### config.mk
export PLATFORM = sky130hd
export DESIGN_NAME = mc_datapath
export DESIGN_NICKNAME = d
export VERILOG_FILES = /design/src/rtl/mcd_pkg.sv /design/src/rtl/mcd_alu.sv /design/src/rtl/mcd_regfile.sv /design/src/rtl/mcd_pc_unit.sv /design/src/rtl/mc_datapath.sv
export SDC_FILE = /design/constraint.sdc
export NUM_CORES = 2
export LEC_CHECK = 0
export ABC_AREA = 1
export CORE_MARGIN = 1.5
export CORE_UTILIZATION = 41
export CTS_BUF_LIST = sky130_fd_sc_hd__clkbuf_4
export CTS_CLUSTER_SIZE = 20
export DETAILED_ROUTE_END_ITERATION = 10
export PLACE_DENSITY = 0.67
export SYNTH_ARGS = -nofsm -noshare
export SYNTH_HDL_FRONTEND = slang
export SYNTH_HIERARCHICAL = 1
export SYNTH_SLANG_ARGS = --single-unit
### constraint.sdc
create_clock -name clk -period 15.8 [get_ports clk]
set_input_delay 3.16 -clock clk [delete_from_list [all_inputs] [get_ports clk]]
set_output_delay 3.16 -clock clk [all_outputs]
set_load 0.005 [all_outputs]
### src/rtl/mcd_pkg.sv
package mcd_pkg;

  localparam int OPC_LSB  = 26;
  localparam int OPC_W    = 6;
  localparam int RS_LSB   = 21;
  localparam int RT_LSB   = 16;
  localparam int RD_LSB   = 11;
  localparam int IMM_W    = 16;
  localparam int JIDX_W   = 26;
  localparam int PCHI_W   = 4;

  typedef enum logic [2:0] {
    ALU_AND = 3'b000,
    ALU_OR  = 3'b001,
    ALU_ADD = 3'b010,
    ALU_SUB = 3'b110,
    ALU_SLT = 3'b111
  } alu_op_e;

  typedef enum logic [1:0] {
    SRCB_REG   = 2'd0,
    SRCB_FOUR  = 2'd1,
    SRCB_IMM   = 2'd2,
    SRCB_IMMSH = 2'd3
  } srcb_e;

  typedef enum logic [1:0] {
    PCS_ALU  = 2'd0,
    PCS_LAT  = 2'd1,
    PCS_JUMP = 2'd2,
    PCS_RSVD = 2'd3
  } pcsrc_e;

endpackage

### src/rtl/mcd_alu.sv
module mcd_alu
  import mcd_pkg::*;
#(
  parameter int XLEN = 32
) (
  input  logic [XLEN-1:0] opa,
  input  logic [XLEN-1:0] opb,
  input  logic [2:0]      op,
  output logic [XLEN-1:0] res,
  output logic            zero
);

  logic [XLEN-1:0] diff;
  logic            lt_signed;

  assign diff = opa - opb;

  // signed compare from sign bits and the difference
  always_comb begin
    if (opa[XLEN-1] != opb[XLEN-1]) lt_signed = opa[XLEN-1];
    else                            lt_signed = diff[XLEN-1];
  end

  always_comb begin
    unique case (alu_op_e'(op))
      ALU_AND: res = opa & opb;
      ALU_OR:  res = opa | opb;
      ALU_ADD: res = opa + opb;
      ALU_SUB: res = diff;
      ALU_SLT: res = {{(XLEN-1){1'b0}}, lt_signed};
      default: res = '0;
    endcase
  end

  assign zero = (res == '0);

endmodule

### src/rtl/mcd_regfile.sv
module mcd_regfile #(
  parameter int XLEN = 32,
  parameter int NREG = 32
) (
  input  logic                    clk,
  input  logic                    rst_n,
  input  logic [$clog2(NREG)-1:0] ra_a,
  input  logic [$clog2(NREG)-1:0] ra_b,
  input  logic                    we,
  input  logic [$clog2(NREG)-1:0] wa,
  input  logic [XLEN-1:0]         wd,
  output logic [XLEN-1:0]         rd_a,
  output logic [XLEN-1:0]         rd_b
);

  logic [XLEN-1:0] word [NREG];

  for (genvar g = 0; g < NREG; g++) begin : g_reg
    if (g == 0) begin : g_zero
      assign word[g] = '0;
    end else begin : g_store
      logic [XLEN-1:0] q;
      always_ff @(posedge clk or negedge rst_n) begin
        if (!rst_n)                     q <= '0;
        else if (we && (wa == g[$clog2(NREG)-1:0])) q <= wd;
      end
      assign word[g] = q;
    end
  end

  assign rd_a = word[ra_a];
  assign rd_b = word[ra_b];

endmodule

### src/rtl/mcd_pc_unit.sv
module mcd_pc_unit
  import mcd_pkg::*;
#(
  parameter int XLEN = 32
) (
  input  logic              clk,
  input  logic              rst_n,
  input  logic              pc_wr,
  input  logic              pc_wr_cond,
  input  logic              zero,
  input  logic [1:0]        pc_src,
  input  logic [XLEN-1:0]   alu_res,
  input  logic [XLEN-1:0]   alu_lat,
  input  logic [JIDX_W-1:0] jidx,
  output logic [XLEN-1:0]   pc_q
);

  localparam int JPAD = XLEN - PCHI_W - JIDX_W;

  logic [XLEN-1:0] jump_tgt;
  logic [XLEN-1:0] pc_next;
  logic            pc_en;

  assign jump_tgt = {pc_q[XLEN-1 -: PCHI_W], jidx, {JPAD{1'b0}}};
  assign pc_en    = pc_wr | (pc_wr_cond & zero);

  always_comb begin
    unique case (pcsrc_e'(pc_src))
      PCS_ALU:  pc_next = alu_res;
      PCS_LAT:  pc_next = alu_lat;
      PCS_JUMP: pc_next = jump_tgt;
      default:  pc_next = alu_res;
    endcase
  end

  always_ff @(posedge clk or negedge rst_n) begin
    if (!rst_n)     pc_q <= '0;
    else if (pc_en) pc_q <= pc_next;
  end

endmodule

### src/rtl/mc_datapath.sv
module mc_datapath
  import mcd_pkg::*;
#(
  parameter int XLEN = 32,
  parameter int NREG = 32
) (
  input  logic             clk,
  input  logic             rst_n,
  input  logic             pc_wr,
  input  logic             pc_wr_cond,
  input  logic             ir_load,
  input  logic             addr_sel,
  input  logic             srca_sel,
  input  logic [1:0]       srcb_sel,
  input  logic [2:0]       alu_op,
  input  logic [1:0]       pc_src,
  input  logic             rf_we,
  input  logic             dst_sel,
  input  logic             wb_sel,
  input  logic [XLEN-1:0]  mem_rdata,
  output logic [XLEN-1:0]  mem_addr,
  output logic [XLEN-1:0]  mem_wdata,
  output logic [OPC_W-1:0] opcode,
  output logic             alu_zero
);

  localparam int AW = $clog2(NREG);

  logic [XLEN-1:0] pc_q, ir_q, mdr_q, a_q, b_q, aluout_q;
  logic [XLEN-1:0] rf_rd_a, rf_rd_b, wr_data;
  logic [XLEN-1:0] alu_a, alu_b, alu_res;
  logic [XLEN-1:0] imm_sext, imm_shl;
  logic [AW-1:0]   wr_addr;

  // operand latches and data latches: loaded every edge
  always_ff @(posedge clk or negedge rst_n) begin
    if (!rst_n) begin
      mdr_q    <= '0;
      a_q      <= '0;
      b_q      <= '0;
      aluout_q <= '0;
    end else begin
      mdr_q    <= mem_rdata;
      a_q      <= rf_rd_a;
      b_q      <= rf_rd_b;
      aluout_q <= alu_res;
    end
  end

  always_ff @(posedge clk or negedge rst_n) begin
    if (!rst_n)       ir_q <= '0;
    else if (ir_load) ir_q <= mem_rdata;
  end

  assign imm_sext = {{(XLEN-IMM_W){ir_q[IMM_W-1]}}, ir_q[IMM_W-1:0]};
  assign imm_shl  = {imm_sext[XLEN-3:0], 2'b00};

  assign alu_a = srca_sel ? a_q : pc_q;

  always_comb begin
    unique case (srcb_e'(srcb_sel))
      SRCB_REG:   alu_b = b_q;
      SRCB_FOUR:  alu_b = XLEN'(4);
      SRCB_IMM:   alu_b = imm_sext;
      SRCB_IMMSH: alu_b = imm_shl;
      default:    alu_b = b_q;
    endcase
  end

  assign wr_addr = dst_sel ? ir_q[RD_LSB +: AW] : ir_q[RT_LSB +: AW];
  assign wr_data = wb_sel  ? mdr_q : aluout_q;

  mcd_regfile #(.XLEN(XLEN), .NREG(NREG)) u_rf (
    .clk  (clk),
    .rst_n(rst_n),
    .ra_a (ir_q[RS_LSB +: AW]),
    .ra_b (ir_q[RT_LSB +: AW]),
    .we   (rf_we),
    .wa   (wr_addr),
    .wd   (wr_data),
    .rd_a (rf_rd_a),
    .rd_b (rf_rd_b)
  );

  mcd_alu #(.XLEN(XLEN)) u_alu (
    .opa (alu_a),
    .opb (alu_b),
    .op  (alu_op),
    .res (alu_res),
    .zero(alu_zero)
  );

  mcd_pc_unit #(.XLEN(XLEN)) u_pc (
    .clk       (clk),
    .rst_n     (rst_n),
    .pc_wr     (pc_wr),
    .pc_wr_cond(pc_wr_cond),
    .zero      (alu_zero),
    .pc_src    (pc_src),
    .alu_res   (alu_res),
    .alu_lat   (aluout_q),
    .jidx      (ir_q[JIDX_W-1:0]),
    .pc_q      (pc_q)
  );

  assign mem_addr  = addr_sel ? aluout_q : pc_q;
  assign mem_wdata = b_q;
  assign opcode    = ir_q[OPC_LSB +: OPC_W];

endmodule

==> out/metrics.yaml <==
r2r-start: "ir_q[15]$_DFFE_PN0P_"
layout_commonest_cell: "nand2_1"
syn_to_final_growth_pct: 8.09
p_int_mw: 6.22
final_area_mm2: 0.0768
path_class: "in2out"
grt_pass1_vias: 69200
die_h_um: 419
switchingPower_mw: 4.07
mappedNetlistArea_mm2: 0.0710
multi_input_area_mm2: 0.0335
cts.sinks: 1184
fillerInstances: 17800
drive_gt1_share_pct: 7.03
p_per_area_mw_per_mm2: 134
cts_hold_buffers: 0
cp-start-kind: "primary input"
maxSlewHeadroom_pct: 14.6
slew_viol_final: 0
start_util_pct: 41.3
grt_pass1_wl_mm: 429
swShare_pct: 39.5
total_power_mw: 10.3
synth_cells: 10600
synth_flop_cell: "dfrtp_1"
cts.path.max_buffers: 4
antenna_left: 0
status: "finished with violations"
vias: 73300
seq_area_mm2: 0.0297
path_common_cell: "nand2_1"
first_pass_iters: 11
io_pins: 120
final_cell_mix: "nand2_1 (3651), nand3_1 (1736), inv_1 (1177)"
root_buffer: "clkbuf_4"
cts_buffers: 334
synth_seq_cells: 1184
postCtsSetupBuffers: 0
clock_latency_ps: 1400
core_mm2: 0.172
critPathMaxFanout: 32
synth-seq-area-share_pct: 41.7
syn_avg_cell_area_um2: 6.70
crit_slowest_cell: "nor2_4"
synth.area.top_cells: "dfrtp_1 (42%), nand2_1 (19%), nand3_1 (12%)"
clk_pin_slew_worst_paths_ps: 50
period_share_pct: 79.1
clock_skew_ps: 109
totalWireLength_mm: 286
p_leak_nw: 37.7
clock.fmax_ghz: 0.0801
grt_usage_pct: 32.2
required_ps: 12640
grt_max_degree: 169
die_x_um: 419
setup_viol: 0
place_area_mm2: 0.0727
crit_start: "srcb_sel[0]"
drc: 1
cts_tree: "done"
cp-end-kind: "output pin"
syn-num-nets: 10800
rsz0062_at_grt: "false"
antenna_found_initial: 12
synth-edff-count: 0
routabilityCongestion: 0.960
yosys.area.top_type_share_pct: 41.7
ys_types: 42
ys_warn_count: 6
cpPeakStageDelay_ps: 940
synth_area_leader_cell: "dfrtp_1"
arrival_ps: 9330
violations: "DRC"
final_hold_viol_count: 0
pwr-share-clk_pct: 27.7
portBuffers: 119
combPwrFrac_pct: 30.9
fin_nets: 10500
hp-class: "reg2reg"
cts_resized: 0
drtIter0Drc: 9771
dp.cells: 12300
peakVddDrop_mv: 0.0874
final_cells: 12900
hp-start: "u_pc/pc_q[0]$_DFFE_PN0P_"
pwr-share-seq_pct: 41.5
period_minus_slack_ps: 12490
drv_cap: 0
h-tree-depth: 5
dp_hpwl_mm: 163
dieArea_mm2: 0.176
rows: 152
wl_per_cell_um: 22.2
tns_ps: 0
synthArstFlopShare_pct: 100
viasPerCell: 5.68
grt_overflow: 0
worst-slew-pin-transition_ps: 1280
cell type report:
cell class / instances / share of cell area [%]
repair buffers: 221 / 2.70
diodes: 11 / 0.0359
clock inverters: 76 / 0.530
clock buffers: 486 / 4.75
well taps: 2310 / 3.76
inverters: 1198 / 5.91
multi-input cells: 7427 / 43.7
flip-flops and latches: 1184 / 38.6
state kept, by name, indices dropped and copies added, names as in the netlist:
name              flops
ir_q                 32
u_rf/g.g_store.q    992
u_pc/pc_q            32
mem_wdata            32
aluout_q             32
mdr_q                32
a_q                  32
path summary, 6_finish.rpt:
check | to | slack [ps] | depth (start not counted)
min reg2reg | u_pc/pc_q[0]$_DFFE_PN0P_ | 480 | 2
min in group asynchronous | a_q[23]$_DFF_PN0_ | 1780 | 1
min | u_pc/pc_q[0]$_DFFE_PN0P_ | 480 | 2
max reg2reg | u_pc/pc_q[29]$_DFFE_PN0P_ | 9850 | 28
max in group asynchronous | u_rf/g_reg[4].g_store.q[8]$_DFFE_PN0P_ | 10750 | 4
max | alu_zero | 3310 | 25
critical path: cells and delay by family:
kind / cells / cell delay (ps)
AOI/OAI and AO/OA: 2 / 240
adders and majority gates: 2 / 940
buffers and inverters: 3 / 1490
and+or+nand+nor: 18 / 3460
kinds of logic (layout without fill, tap and decap cells):
group           count (synthesis)  count (layout)  synth area share [%]
simple gates                 5826            5826                  34.4
buf+inv                      1984            1981                  11.3
compound gates               1492            1492                  10.6
flops                        1184            1184                  41.7
fa+ha+maj                     108             108                  1.93
xor+xnor                        1               1                0.0123
other cells                     0              11                     0
cells in the mapped netlist (all sizes together) (2+ instances only):
library cell	instances
nand3b	7
nor3	17
o22ai	27
or2	5
a21oi	306
clkinv	2
buf	372
o2111ai	3
o21bai	7
nand3	1748
fa	3
nand2	3690
ha	105
inv	1196
and2	4
nor2	334
dfrtp	1184
o21ai	1145
nand4	20
clkbuf	414
per-layer routing:
metal,track usage [%],part of all wire [%],up-vias
li1,-,-,33200
met5,0,0.013,-
met3,8.12,12,1092
met2,49.2,43,4830
met4,18.0,5.9,6
met1,41.5,39,34200
power groups by stage:
stage	clock network [mW]	logic, mW	registers (mW)
after CTS	2.89	3.11	4.25
final	2.85	3.18	4.27
after floorplan	0	2.23	4.12
after detailed placement	0	3.10	4.30
after global placement	0	3.03	4.28
after global routing	3.07	3.58	4.35
per-stage QoR:
stage | setup slack (ps) | hold WS [ps] | util (%)
6_report | 3310 | 479 | 44.7
5_1_grt | 2850 | 498 | 44.7
4_1_cts | 3260 | 482 | 44.6
3_5_place_dp | 3270 | 465 | 42.3
3_3_place_gp | 3270 | 466 | 42.3
2_1_floorplan | 6360 | 449 | -
Note: power is estimated with default switching activity, not from simulation.
